### config.mk
export PLATFORM = sky130hd
export DESIGN_NAME = dds_prog_loader
export DESIGN_NICKNAME = d
export VERILOG_FILES = /design/src/rtl/dds_loader_pkg.sv /design/src/rtl/dds_loader_ctrl.sv /design/src/rtl/dds_loader_path.sv /design/src/rtl/dds_prog_loader.sv
export SDC_FILE = /design/constraint.sdc
export NUM_CORES = 1
export LEC_CHECK = 0
export BUFFER_PORTS_ARGS = -buffer_cell sky130_fd_sc_hd__buf_2
export CAP_MARGIN = 20
export CELL_PAD_IN_SITES_DETAIL_PLACEMENT = 0
export CELL_PAD_IN_SITES_GLOBAL_PLACEMENT = 1
export CORE_ASPECT_RATIO = 1.2
export CORE_MARGIN = 4
export CORE_UTILIZATION = 32
export CTS_BUF_LIST = sky130_fd_sc_hd__clkbuf_8
export CTS_CLUSTER_DIAMETER = 200
export DETAILED_ROUTE_END_ITERATION = 6
export PLACE_DENSITY_LB_ADDON = 0.1
export SYNTH_ARGS = -nofsm -noshare
export SYNTH_HDL_FRONTEND = slang
export SYNTH_SLANG_ARGS = --single-unit
### constraint.sdc
create_clock -name clk -period 3.53 [get_ports clk]
set_clock_uncertainty 0.15 [all_clocks]
set_input_delay 0.5295 -clock clk [delete_from_list [all_inputs] [get_ports clk]]
set_output_delay 0.5295 -clock clk [all_outputs]
set_load 0.02 [all_outputs]
### src/rtl/dds_loader_pkg.sv
package dds_loader_pkg;

  // Strobes passed from the control unit to the datapath
  typedef struct packed {
    logic writeByte;
    logic shiftBit;
    logic commit;
  } loadCtl_t;

endpackage

### src/rtl/dds_loader_ctrl.sv
module dds_loader_ctrl
  import dds_loader_pkg::*;
#(
  parameter int NUM_BYTES = 5,
  parameter int PTR_W     = 3
) (
  input  logic             clk,
  input  logic             rstN,
  input  logic             serialMode,
  input  logic             wordStrobe,
  input  logic             commitStrobe,
  output loadCtl_t         ctl,
  output logic [PTR_W-1:0] bytePtr
);

  logic wordPrev, commitPrev;
  logic wordEdge, commitEdge, ptrFull;

  assign wordEdge   = wordStrobe & ~wordPrev;
  assign commitEdge = commitStrobe & ~commitPrev;
  assign ptrFull    = (bytePtr == PTR_W'(NUM_BYTES));

  // Commit has priority; a write landing on the same clock is dropped
  always_comb begin
    ctl.commit    = commitEdge;
    ctl.shiftBit  = wordEdge & serialMode & ~commitEdge;
    ctl.writeByte = wordEdge & ~serialMode & ~commitEdge & ~ptrFull;
  end

  always_ff @(posedge clk) begin
    if (!rstN) begin
      wordPrev   <= 1'b0;
      commitPrev <= 1'b0;
      bytePtr    <= '0;
    end else begin
      wordPrev   <= wordStrobe;
      commitPrev <= commitStrobe;
      if (ctl.commit)
        bytePtr <= '0;
      else if (ctl.writeByte)
        bytePtr <= bytePtr + PTR_W'(1);
    end
  end

endmodule

### src/rtl/dds_loader_path.sv
module dds_loader_path
  import dds_loader_pkg::*;
#(
  parameter int FREQ_W    = 32,
  parameter int PHASE_W   = 5,
  parameter int DATA_W    = 8,
  parameter int NUM_BYTES = 5,
  parameter int PTR_W     = 3
) (
  input  logic               clk,
  input  logic               rstN,
  input  loadCtl_t           ctl,
  input  logic [PTR_W-1:0]   bytePtr,
  input  logic [DATA_W-1:0]  dataIn,
  output logic [FREQ_W-1:0]  freqWord,
  output logic [PHASE_W-1:0] phaseWord,
  output logic               powerDown
);

  localparam int WORD_W = FREQ_W + DATA_W;

  logic [WORD_W-1:0]    stageReg, stageNext, activeReg;
  logic [NUM_BYTES-1:0] byteHit;

  // One-hot slot select from the pointer
  for (genvar k = 0; k < NUM_BYTES; k++) begin : g_slot
    assign byteHit[k] = (bytePtr == PTR_W'(k));
  end

  always_comb begin
    stageNext = stageReg;
    if (ctl.shiftBit) begin
      // Right shift: the first bit sent ends in bit 0
      stageNext = {dataIn[DATA_W-1], stageReg[WORD_W-1:1]};
    end else if (ctl.writeByte) begin
      for (int k = 0; k < NUM_BYTES; k++) begin
        if (byteHit[k])
          stageNext[WORD_W-1-k*DATA_W -: DATA_W] = dataIn;
      end
    end
  end

  always_ff @(posedge clk) begin
    if (!rstN) begin
      stageReg  <= '0;
      activeReg <= '0;
    end else begin
      stageReg <= stageNext;
      if (ctl.commit)
        activeReg <= stageReg;
    end
  end

  assign freqWord  = activeReg[FREQ_W-1:0];
  assign phaseWord = activeReg[WORD_W-1 -: PHASE_W];
  assign powerDown = activeReg[WORD_W-1-PHASE_W];

endmodule

### src/rtl/dds_prog_loader.sv
module dds_prog_loader
  import dds_loader_pkg::*;
#(
  parameter int FREQ_W  = 32,
  parameter int PHASE_W = 5,
  parameter int DATA_W  = 8
) (
  input  logic               clk,
  input  logic               rstN,
  input  logic               serialMode,
  input  logic               wordStrobe,
  input  logic               commitStrobe,
  input  logic [DATA_W-1:0]  dataIn,
  output logic [FREQ_W-1:0]  freqWord,
  output logic [PHASE_W-1:0] phaseWord,
  output logic               powerDown
);

  localparam int NUM_BYTES = (FREQ_W + DATA_W) / DATA_W;
  localparam int PTR_W     = $clog2(NUM_BYTES + 1);

  loadCtl_t         ctl;
  logic [PTR_W-1:0] bytePtr;

  dds_loader_ctrl #(
    .NUM_BYTES(NUM_BYTES),
    .PTR_W    (PTR_W)
  ) u_ctrl (
    .clk         (clk),
    .rstN        (rstN),
    .serialMode  (serialMode),
    .wordStrobe  (wordStrobe),
    .commitStrobe(commitStrobe),
    .ctl         (ctl),
    .bytePtr     (bytePtr)
  );

  dds_loader_path #(
    .FREQ_W   (FREQ_W),
    .PHASE_W  (PHASE_W),
    .DATA_W   (DATA_W),
    .NUM_BYTES(NUM_BYTES),
    .PTR_W    (PTR_W)
  ) u_path (
    .clk      (clk),
    .rstN     (rstN),
    .ctl      (ctl),
    .bytePtr  (bytePtr),
    .dataIn   (dataIn),
    .freqWord (freqWord),
    .phaseWord(phaseWord),
    .powerDown(powerDown)
  );

endmodule

# Word level (Yosys, flattened, before mapping)
# Cells that the tools add are included.
totals:
  regBits: 85
  wordCells: 48
  out_inout_bits: 38
op_classes:
  eq_ne: 5
  reduce_logical: 13
  bitwise_logic: 13
  add_sub_neg: 1
  muxes: 7
ops:
  columns: ["operator", "count"]
  rows:
  - ["$mux 40", 2]
  - ["$mux 8", 5]
  - ["$reduce_bool 2->1", 6]
  - ["$reduce_and 2->1", 5]
  - ["$and 1x1->1", 7]
  - ["$eq 3x2->1 const B", 2]
  - ["$eq 3x3->1 const B", 2]
  - ["$not 1->1", 6]
  - ["$add 3x1->3 const B", 1]
  - ["$eq 3x1->1 const B", 1]
  - ["$logic_not 3->1", 1]
  - ["$reduce_or 2->1", 1]

# Logic depth before layout (Yosys ltp)
# Gate-level depths: netlist of the first run.
depth:
  word_depth: 7
  mapped_depth: 7

# Cells and area by module
# A second synthesis of the first run with hierarchy kept.
unflattened:
  cells_unflattened: 340
  hier_area_um2: 3588.4
modules_own_cells:
  columns: ["mod", "seq_area_each_um2", "n_inst", "area_per_inst_um2", "cells_per_inst"]
  rows:
  - ["dds_loader_path", 1561.5, 1, 3319.4, 313]
  - ["dds_loader_ctrl", 100.1, 1, 269.0, 27]

# Worst setup path before layout of the first run
# No wires, ideal clock.
synth_path:
  path_kind: "input to register"
  from: "input commitStrobe"
  to: "register u_path.stageReg[3]"
  required_ns: 3.261
  arrival_ns: 1.630
  path_buffers: 2
  slack_ns: 1.631
  stages: 5
  setup_time_ns: 0.119
  cell_sequence: "nor2b_4 -> buf_6 -> or4_1 -> buf_2 -> o221a_1"
synth_via:
  elab_chain_len: 6
  word_cells_on_any_way: 9
  classes_between: "1 x mux; 5 x bitwise; 3 x reduce/logical"
synth_lines:
  columns: ["item", "line", "rtl"]
  rows:
  - ["start: declaration", "dds_prog_loader.sv:12", "input logic commitStrobe,"]
  - ["$and 1x1->1 (*)", "dds_loader_ctrl.sv:20", "assign commitEdge = commitStrobe & ~commitPrev;"]
  - ["$not 1->1 (*)", "dds_loader_ctrl.sv:26, dds_loader_ctrl.sv:27", null]
  - ["$and 1x1->1 (2 in a row)", "dds_loader_ctrl.sv:27", "ctl.writeByte = wordEdge & ~serialMode & ~commitEdge & ~ptrFull;"]
  - ["$reduce_bool 2->1 (no source line)", null, null]
  - ["$reduce_and 2->1 (no source line)", null, null]
  - ["end signal: assignment", "dds_loader_path.sv:48", "stageReg <= stageNext;"]
  - ["end: declaration", "dds_loader_path.sv:22", "logic [WORD_W-1:0] stageReg, stageNext, activeReg;"]
# Mark *: on every way between the ends. The rest lies on a longest branch, timed or not.
# A chain may end at the register's enable or synchronous reset.

# Worst setup path in the final report of the first run
layout_path:
  from: "register u_ctrl.bytePtr[1]"
  to: "register u_path.stageReg[9]"
layout_via:
  elab_chain_len: 5
  word_cells_on_any_way: 7
  classes_between: "2 x eq/ne; 2 x bitwise; 3 x reduce/logical"
layout_lines:
  columns: ["item", "line", "rtl"]
  rows:
  - ["start: declaration", "dds_loader_ctrl.sv:13", "output logic [PTR_W-1:0] bytePtr"]
  - ["start signal: assignment", "dds_loader_ctrl.sv:41", "bytePtr <= bytePtr + PTR_W'(1);"]
  - ["$eq 3x3->1", "dds_loader_ctrl.sv:21", "assign ptrFull = (bytePtr == PTR_W'(NUM_BYTES));"]
  - ["$not 1->1", "dds_loader_ctrl.sv:27", null]
  - ["$and 1x1->1", "dds_loader_ctrl.sv:27", null]
  - ["$reduce_bool 2->1 (no source line)", null, null]
  - ["$reduce_and 2->1 (no source line) (*)", null, null]
# Marked as above.

==> results.yml, run 1 <==
status:
  result_of_the_run: "finished clean"
detailed_routing:
  routed_wl_mm: 8.50
  dr.first_iter.drc_count: 117
  detailroute.via_count: 2768
  avgRoutedWirePerCell_microns: 15.2
  postRouteAntennaNets: 0
  vias_per_cell: 4.95
  drc: 0
  firstDrtPassIters: 6
critical_path:
  critical-path-slowest-cell: "a21boi_0"
  timing.critical_path.buf_inv: 1
  reg2reg_setup_slack_ns: 1.49
  cp.required_ns: 3.64
  critical_path_source_type: "flop"
  path_cells: "inv_1 -> ha_1 -> a21boi_0 -> nand4_1 -> o2111a_1"
  worst_r2r_startpoint: "u_ctrl.bytePtr[1]"
  endpoint_kind: "flop"
  rr_endpoint: "u_path.stageReg[9]"
  path_class: "reg -> reg"
  crit_fanout: 7
  cp_slowest_stage_delay_ns: 0.38
  rr_worst_depth: 5
  worstSetupStartpoint: "u_ctrl.bytePtr[1]"
  crit_family: "compound AO/OA/AOI/OAI gates"
  worst-endpoint-arrival_ns: 2.14
floorplanning:
  core_region_area_sq_mm: 0.0101
  fp.dieArea_sq_mm: 0.0122
  starting_density_of_the_core_pct: 33.1
  chipHeight_microns: 120
  site_row_count: 40
  top_level_ports: 51
  die_width_microns: 101
placed_design:
  detailedPlacementHpwl_mm: 5.87
  gpl.final_weighted_congestion: 0.743
  setup_slack_placement_ns: 1.31
  placement.io_buffers: 50
synth:
  synth_nets: 409
  post_synth_num_cell_types: 37
  synthFlopType: "dfxtp_1"
  post_synth.cell_area_avg_sq_um: 8.57
  postSynth.asyncResetShare_pct: 0
  mappedNetlistArea_sq_mm: 0.00335
  yosys_register_bits: 83
  synth-edff-count: 0
  synth.yosys.warnings: 0
  synth.yosys.seq_area_share_pct: 49.6
  post_synth_inst_count: 391
timing:
  rsz0062_at_grt: "no"
  layout_min_cycle_time_ns: 2.04
  final_hold_viol_count: 0
  fin_ws_ns: 1.49
  timing.setup.tns_ns: 0
  setup_viol_count_final: 0
  normalized_max_slew_margin_pct: 46.3
  max_clock_freq_ghz: 0.491
  final-max-slew-violation-count: 0
  post-route-period-util_pct: 57.7
  max_slew.worst_pin.slew_ns: 0.804
clock_tree:
  clkSlewWorstSetupHoldPaths_ns: 0.08
  clock_tree.htree_level_count: 3
  clock_tree_from_tritoncts: "built"
  cts-root-to-sink-buffers: 2
  tritoncts_num_sinks: 83
  postCtsHoldBufs: 0
  source_to_sink_clock_delay_at_the_later_pin_of_the_worst_skew_pair_ns: 0.36
  clockRootBuffer: "clkbuf_8"
  cts.repair_timing.setup_buffer_count: 0
  cts_resized: 0
  cts_buffers: 9
power:
  switching_share_pct: 26.2
  pwr-share-comb_pct: 10.1
  power.density_cell_area_mw_per_mm2: 483
  cellLeakagePower_nw: 1.47
  internal_power_of_the_cells_w: 0.00137
  clock_power_share_pct: 36.0
  pwr-share-seq_pct: 53.9
  maximum_vdd_ir_drop_mv: 0.179
  finalPower_w: 0.00186
  net-switching-power_w: 0.000486
finish:
  layout.core_utilization_pct: 38.0
  post_route_cells_drive_above_1_share_pct: 17.6
  insertedDiodeCount: 0
  synthToLayoutAreaGrowth_pct: 14.8
  nets: 448
flow_run:
  drv_cap: 0
grt:
  grt_pass1_wl_mm: 13.9
  antenna_found_initial: 0
  grt_start_max_net_pins: 45
  grt.overflow.total: 0
  global_route.usage.total_pct: 14.7
  vias_in_the_first_global_route: 2650
hold_path:
  timing.hold.worst.start: "commitStrobe"
  hold_crit_endpoint: "u_ctrl.commitPrev"
  hold-path-cell-count: 2
  holdCritPathClass: "in -> reg"
## synthesized netlist by cell type, types with 4 or more instances
cell type  instances  area [sq um]
a211oi_1          22           165
a21oi_1           61           305
buf_2              8          40.0
clkbuf_1          12          45.0
dfxtp_1           83          1660
ha_1               5          62.6
inv_1              4          15.0
nand2_1           79           297
nand2b_1          11          68.8
nor2_1            39           146
nor2b_1            9          56.3
o2111a_1           7          78.8
o221ai_1           7          61.3
or3_1              8          50.1
## stage by stage
| step | area (sq um) | std cells | hold slack [ns] |
|---|---|---|---|
| floorplan | 3350 | 391 | 0.282 |
| global placement | 3660 | 545 | 0.291 |
| detailed placement | 3660 | 545 | 0.295 |
| CTS | 3850 | 559 | 0.246 |
| global route | 3850 | 559 | 0.254 |
| finish | 3850 | 559 | 0.256 |
## cells by family (layout without fill, tap and decap cells)
group	Yosys count	count (layout)	share of synthesized area, %
fa+ha+maj	5	5	1.87
simple gates	157	157	20.8
xor+xnor	1	1	0.262
flops	83	83	49.6
mux	2	2	0.598
buf+inv	33	75	4.56
compound gates	110	110	22.3
## power groups by stage
stage	logic [W]	registers (W)	clock network, W
finish	0.000187	0.00100	0.000669
global route	0.000212	0.00101	0.000727
detailed placement	0.000191	0.00102	0
floorplan	0.000128	0.00103	0
CTS	0.000192	0.00100	0.000689
global placement	0.000189	0.00102	0
## sequential cells by signal, summed over array words and instances (netlist names)
name               cells
u_path.activeReg      38
u_ctrl.bytePtr         3
u_ctrl.wordPrev        1
u_ctrl.commitPrev      1
u_path.stageReg       40
## per-layer routing
metal	vias to the layer above	global-route usage [%]	part of all wire, %
met1	1279	19.0	47
met3	17	3.78	3.9
li1	1424	-	-
met5	-	0	0
met4	0	7.23	2.6
met2	48	22.5	47
## placed cells by master, fill, tap and decap left out, types with 2 or more instances in the layout
cell,count
buf_4,5
or3_1,8
ha_1,5
o221ai_1,7
a211oi_1,22
o2111a_1,7
mux2i_1,2
buf_2,50
dfxtp_1,83
and2_1,3
o31ai_1,2
a211oi_2,2
clkbuf_8,10
nand2b_1,11
a21oi_1,61
nor2_1,39
clkinv_2,2
nand2_1,79
inv_2,2
nor2b_1,9
a211oi_4,2
nand3_1,3
inv_1,5
## area by class of cell
type	count	area, sq um
fill	1094	6260
multi-input combinational	275	1540
clock inverter	4	43.8
clock buffer	10	138
tap	126	158
timing repair buffer	55	288
inverter	6	22.5
sequential	83	1660
## worst max-delay path by stage
stage / cells after the start / slack (ns) / to
floorplan: 5 / 1.63 / u_path.stageReg[3]
global placement: 6 / 1.31 / u_path.stageReg[39]
detailed placement: 6 / 1.31 / u_path.stageReg[39]
CTS: 5 / 1.48 / u_path.stageReg[3]
global route: 5 / 1.29 / u_path.stageReg[10]
finish: 5 / 1.49 / u_path.stageReg[9]
(Power assumes the default switching activity.)
==> inputs of run 2 (changes only) <==
- ABC_AREA: default -> 1
- clock period: 3.53 -> 1.9 ns (I/O delays scaled with it)
==> run 2 against run 1 <==
Sequential share of layout area is 4.1 points lower; final cell count up 21%; clock power rose by 99%; area after synthesis grew 7.1%; synthesized cell count grew 26%; critical path depth rose by 2; combinational power rose to 2.9 times the previous value; non-clock buffer count is 13 higher; clock-buffer cell count stayed put; setup slack got worse by 1.3 ns; largest cell class unchanged; wire length increased by 20%.
==> results.yml, run 2 <==
detailed_routing:
  vias_per_cell: 4.95
  routedLengthMet1_mm: 5.01
  dr.first_iter.drc_count: 196
  drc: 0
  firstDrtPassIters: 5
  met3_length_microns: 456
  routed_wl_mm: 10.2
  postRouteAntennaNets: 0
  met2_wirelength_mm: 4.53
  avgRoutedWirePerCell_microns: 15.0
  top_signal_layer_used: "met4"
  detailroute.via_count: 3357
synth:
  synth-edff-count: 0
  yosys-top-cells-area: "dfxtp_1 46%, nand2_1 8.6%, nor2_1 8.4%, a21oi_1 6.0%, o21ai_0 5.7%"
  post_synth.cell_area_avg_sq_um: 7.29
  synth_top_area_share_pct: 46.3
  synth.top_cells.by_count: "83 x dfxtp_1, 82 x nand2_1, 80 x nor2_1"
  mappedNetlistArea_sq_mm: 0.00359
  postSynth.asyncResetShare_pct: 0
  synth.yosys.seq_area_share_pct: 46.3
  synthFlopType: "dfxtp_1"
  yosys_register_bits: 83
  synth.largest_area_cell: "dfxtp_1"
  synth.yosys.warnings: 0
  top_count_cell_post_synth: "dfxtp_1"
  post_synth_inst_count: 492
  post_synth_num_cell_types: 24
  synth_nets: 510
finish:
  top_register: "u_path.stageReg"
  top_regs: "u_path.stageReg (40), u_path.activeReg (38), u_ctrl.bytePtr (3)"
  layout.core_utilization_pct: 38.7
  final-seq-area_sq_mm: 0.00166
  final_cells: 678
  nets: 559
  most-common-layout-cells: "83 x dfxtp_1, 80 x nor2_1, 78 x nand2_1"
  n_fill_cell: 1182
  largest_register_ffs: 40
  multiInputGateArea_sq_mm: 0.00166
  mostFrequentLayoutCell: "dfxtp_1"
  post_route_cells_drive_above_1_share_pct: 18.3
  finalInstanceArea_sq_mm: 0.00425
  insertedDiodeCount: 0
  synthToLayoutAreaGrowth_pct: 18.4
placed_design:
  detailedPlacementHpwl_mm: 6.95
  dpl_cell_area_sq_mm: 0.00401
  placement.io_buffers: 50
  dp.cells: 659
  gpl.final_weighted_congestion: 0.772
clock_tree:
  clock_tree_from_tritoncts: "built"
  tritoncts_num_sinks: 83
  source_to_sink_clock_delay_at_the_later_pin_of_the_worst_skew_pair_ns: 0.36
  cts_buffers: 9
  clkSlewWorstSetupHoldPaths_ns: 0.09
  clock_tree.htree_level_count: 3
  cts-root-to-sink-buffers: 2
  clockRootBuffer: "clkbuf_8"
critical_path:
  path_cells: "inv_2 -> nand2_1 -> nand3_4 -> nand2_1 -> o21ai_1 -> nor2_1 -> nor2_1"
  cp_slowest_stage_delay_ns: 0.40
  path_class: "reg -> reg"
  crit_fanout: 17
  critical-path-slowest-cell: "dfxtp_1"
  crit_family: "simple AND/OR/NAND/NOR gates"
  timing.critical_path.buf_inv: 1
  endpoint_kind: "flop"
  worst-endpoint-arrival_ns: 1.86
  reg2reg_setup_slack_ns: 0.16
  critical_path_source_type: "flop"
  cp.required_ns: 2.01
power:
  net-switching-power_w: 0.00111
  finalPower_w: 0.00378
  pwr-share-seq_pct: 50.1
  switching_share_pct: 29.5
  pwr-share-comb_pct: 14.6
  clock_power_share_pct: 35.3
  power.density_cell_area_mw_per_mm2: 889
  maximum_vdd_ir_drop_mv: 0.306
  internal_power_of_the_cells_w: 0.00266
  cellLeakagePower_nw: 1.91
floorplanning:
  fp.dieArea_sq_mm: 0.0130
  chipHeight_microns: 124
  die_width_microns: 105
  starting_density_of_the_core_pct: 32.7
  site_row_count: 42
  core_region_area_sq_mm: 0.0110
  top_level_ports: 51
status:
  result_of_the_run: "finished clean"
timing:
  max_slew.worst_pin.slew_ns: 0.775
  rsz0062_at_grt: "no"
  post-route-period-util_pct: 91.7
  normalized_max_slew_margin_pct: 48.3
  layout_min_cycle_time_ns: 1.74
  max_clock_freq_ghz: 0.574
  timing.setup.tns_ns: 0
  setup_viol_count_final: 0
  final-max-slew-violation-count: 0
  final_hold_viol_count: 0
grt:
  grt_start_max_net_pins: 39
  grt_pass1_wl_mm: 17.0
  antenna_found_initial: 0
  vias_in_the_first_global_route: 3283
  grt.overflow.total: 0
  global_route.usage.total_pct: 16.6
hold_path:
  holdCritPathClass: "in -> reg"
flow_run:
  drv_cap: 0
==> run 2: cell types whose count changed in the layout (fill, tap and decap cells not counted), moves of 9 or more <==
cell / change
o21ai_0: +41
a21oi_1: -18
o21ai_1: +16
buf_4: +9
nand3_1: +30
nand2b_1: -11
nor2b_1: -9
nor2_1: +41
inv_1: +30
nand4_1: +19
a211oi_1: -21
==> run 2: power by group through the flow <==
stage | sequential (W) | combinational (W) | clock, W
after floorplan | 0.00199 | 0.000305 | 0
after global placement | 0.00193 | 0.000550 | 0
after detailed placement | 0.00193 | 0.000552 | 0
after CTS | 0.00189 | 0.000557 | 0.00137
after global routing | 0.00191 | 0.000623 | 0.00145
final | 0.00189 | 0.000551 | 0.00133
==> run 2: layout make-up <==
cell class / instances / share of cell area (%)
tap: 132 / 3.89
inverter: 39 / 3.45
timing repair buffer: 68 / 9.78
clock inverter: 6 / 1.50
multi-input combinational: 340 / 39.0
clock buffer: 10 / 3.24
sequential: 83 / 39.1
==> run 2: kinds of logic after synthesis <==
group	share of synthesized area, %
AO/OA/AOI/OAI	14.4
adder cells (fa/ha/maj)	1.74
AND/OR/NAND/NOR	29.8
flip-flops	46.3
buffers and inverters	7.74
==> run 2: what timing repair did <==
action / 4_1_cts / 5_1_grt
hold buffers: 2 / 0
hold endpoints to repair: 2 / 0
setup buffers: 0 / 1
endpoints found under the setup margin: 0 / 15
gates resized for setup: 0 / 4
==> run 2: path summary, 6_finish.rpt <==
| path | startpoint | to | cells past startpoint |
|---|---|---|---|
| min | dataIn[7] | u_path.stageReg[39] | 3 |
| max | u_ctrl.commitPrev | u_path.stageReg[18] | 7 |
| max reg2reg | u_ctrl.commitPrev | u_path.stageReg[18] | 7 |
| min reg2reg | u_path.stageReg[0] | u_path.activeReg[0] | 2 |
==> run 2: metal layers <==
layer / vias to the layer above / GRT usage, %
met5: - / 0
met4: 0 / 7.55
met3: 12 / 3.01
met2: 82 / 26.0
met1: 1555 / 22.5
li1: 1708 / -
==> run 2: tightest hold or removal path, cell delays in order <==
cell and delay (ns):
buf_2 0.10, nor2_1 0.04, nor2_1 0.06
==> run 2: metrics by stage <==
step | setup slack [ns] | hold slack (ns)
floorplan | 0.274 | 0.233
global placement | 0.0932 | 0.307
detailed placement | 0.0990 | 0.309
CTS | 0.105 | 0.00349
global route | 0.0122 | 0.0398
finish | 0.158 | 0.0112
==> inputs of run 3 (changes only) <==
- ABC_AREA: 1 -> default
==> run 3 against run 2 <==
Wire length fell by 15%; sequential power barely moved; hold slack improved by 0.022 ns.
==> results.yml, run 3 (synthesis results as in run 1) <==
critical_path:
  path_class: "reg -> reg"
  rr_worst_depth: 7
  endpoint_kind: "flop"
  cp_slowest_stage_delay_ns: 0.44
  crit_fanout: 6
  reg2reg_setup_slack_ns: 0.12
  path_common_cell: "nor2_1"
  worst-endpoint-arrival_ns: 1.87
  worst_r2r_startpoint: "u_ctrl.bytePtr[1]"
  critical_path_source_type: "flop"
  critical-path-slowest-cell: "or4_4"
  cp.required_ns: 2.00
  path_cells: "inv_1 -> ha_2 -> nand3b_1 -> or4_4 -> buf_4 -> nor2_1 -> nor2_1"
  rr_endpoint: "u_path.stageReg[6]"
status:
  result_of_the_run: "finished clean"
finish:
  synthToLayoutAreaGrowth_pct: 19.8
  top_register: "u_path.stageReg"
  final_cells: 579
  mostFrequentLayoutCell: "dfxtp_1"
  nets: 467
  finalInstanceArea_sq_mm: 0.00401
  largest_register_ffs: 40
  top_regs: "u_path.stageReg (40), u_path.activeReg (38), u_ctrl.bytePtr (3)"
  most-common-layout-cells: "82 x dfxtp_1, 79 x nand2_1, 61 x a21oi_1"
  post_route_cells_drive_above_1_share_pct: 22.1
  insertedDiodeCount: 0
power:
  power.density_cell_area_mw_per_mm2: 850
  clock_power_share_pct: 34.3
  internal_power_of_the_cells_w: 0.00249
  pwr-share-seq_pct: 54.6
  switching_share_pct: 27.0
  net-switching-power_w: 0.000921
  cellLeakagePower_nw: 1.56
  maximum_vdd_ir_drop_mv: 0.293
  pwr-share-comb_pct: 11.1
clock_tree:
  clock_tree_from_tritoncts: "built"
  clock_tree.htree_level_count: 3
  source_to_sink_clock_delay_at_the_later_pin_of_the_worst_skew_pair_ns: 0.35
  cts_buffers: 9
  clockRootBuffer: "clkbuf_8"
  clkSlewWorstSetupHoldPaths_ns: 0.08
  tritoncts_num_sinks: 83
  cts-root-to-sink-buffers: 2
hold_path:
  hold_crit_endpoint: "u_ctrl.wordPrev"
  hold-path-cell-count: 2
  timing.hold.worst.start: "wordStrobe"
  holdCritPathClass: "in -> reg"
timing:
  final_hold_viol_count: 0
  fin_ws_ns: 0.125
  setup_viol_count_final: 0
  max_slew.worst_pin.slew_ns: 0.418
  max_clock_freq_ghz: 0.563
  post-route-period-util_pct: 93.4
  fin_worst_hold_slack_ns: 0.0333
  normalized_max_slew_margin_pct: 72.0
  final-max-slew-violation-count: 0
  layout_min_cycle_time_ns: 1.78
floorplanning:
  top_level_ports: 51
  starting_density_of_the_core_pct: 33.1
  site_row_count: 40
  chipHeight_microns: 120
  die_width_microns: 101
  core_region_area_sq_mm: 0.0101
  fp.dieArea_sq_mm: 0.0122
grt:
  global_route.usage.total_pct: 15.4
  grt_pass1_wl_mm: 14.7
  grt.overflow.total: 0
  vias_in_the_first_global_route: 2909
  antenna_found_initial: 0
  grt_start_max_net_pins: 46
detailed_routing:
  detailroute.via_count: 2862
  avgRoutedWirePerCell_microns: 15.0
  dr.first_iter.drc_count: 83
  firstDrtPassIters: 4
  vias_per_cell: 4.94
  routed_wl_mm: 8.68
  drc: 0
  postRouteAntennaNets: 0
placed_design:
  gpl.final_weighted_congestion: 0.740
  placement.io_buffers: 50
  dp.cells: 561
  setup_slack_placement_ns: -0.0818
  detailedPlacementHpwl_mm: 6.31
  dpl_cell_area_sq_mm: 0.00380
flow_run:
  drv_cap: 0
[run 3: changes by cell type in the layout (fill, tap and decap cells not counted), moves of 9 or more]
cell | before | now
nor2_1 | 80 | 39
o21ai_0 | 41 | 0
inv_1 | 35 | 4
nand3_1 | 33 | 3
a211oi_1 | 1 | 22
nand4_1 | 20 | 1
a21oi_1 | 43 | 61
o21ai_1 | 16 | 0
nand2b_1 | 0 | 11
nor2b_1 | 0 | 9
[run 3: repair_timing]
item / CTS / global route
resized for setup: 1 / 4
hold endpoints to repair: 1 / 0
pin swaps: 1 / 0
cloned: 0 / 0
endpoints found under the setup margin: 11 / 15
hold buffers: 1 / 0
buffers inserted: 1 / 1
[run 3: metal layers]
metal	track usage (%)	wire length [microns]	part of all wire (%)	vias up
li1	-	-	-	1471
met1	19.4	4020	46	1340
met2	25.3	4250	49	42
met3	2.67	267	3.1	9
met4	7.07	141	1.6	0
met5	0	0	0	-
[run 3: power by group through the flow]
stage	Clock, W	Combinational [W]	Sequential, W
6_report	0.00117	0.000379	0.00186
5_1_grt	0.00131	0.000430	0.00187
4_1_cts	0.00123	0.000386	0.00186
3_5_place_dp	0	0.000381	0.00190
3_3_place_gp	0	0.000375	0.00190
2_1_floorplan	0	0.000237	0.00191
[run 3: area by class of cell]
| cell class | instances | area [sq um] |
|---|---|---|
| timing repair buffer | 74 | 445 |
| fill | 1106 | 6100 |
| clock buffer | 11 | 151 |
| clock inverter | 4 | 26.3 |
| sequential | 83 | 1660 |
| multi-input combinational | 275 | 1550 |
| inverter | 6 | 22.5 |
| tap | 126 | 158 |
[run 3: worst max-delay path, delay by kind of cell, from the launching register on]
| family | cells | cell delay (ns) |
|---|---|---|
| buf+inv | 2 | 0.22 |
| simple gates | 4 | 0.76 |
| fa+ha+maj | 1 | 0.19 |
| flops | 1 | 0.34 |
[run 3: metrics by stage]
step	power, W	util (%)	TNS [ns]
finish	0.00341	39.7	0
global route	0.00361	39.7	-0.00129
CTS	0.00348	39.5	0
detailed placement	0.00228	37.6	-0.396
global placement	0.00228	37.6	-0.332
floorplan	0.00215	-	0
[run 3: worst max path at each step]
stage                     depth (start not counted)         startpoint  slack (ns)                   to
after CTS                                         7  u_ctrl.bytePtr[1]        0.03   u_path.stageReg[5]
after global placement                            6  u_ctrl.bytePtr[0]       -0.05   u_path.stageReg[9]
after detailed placement                          6  u_ctrl.bytePtr[0]       -0.08  u_path.stageReg[10]
after floorplan                                   6  u_ctrl.bytePtr[1]        0.05   u_path.stageReg[3]
final                                             7  u_ctrl.bytePtr[1]        0.12   u_path.stageReg[6]
after global routing                              8  u_ctrl.bytePtr[1]      -0.001  u_path.stageReg[24]
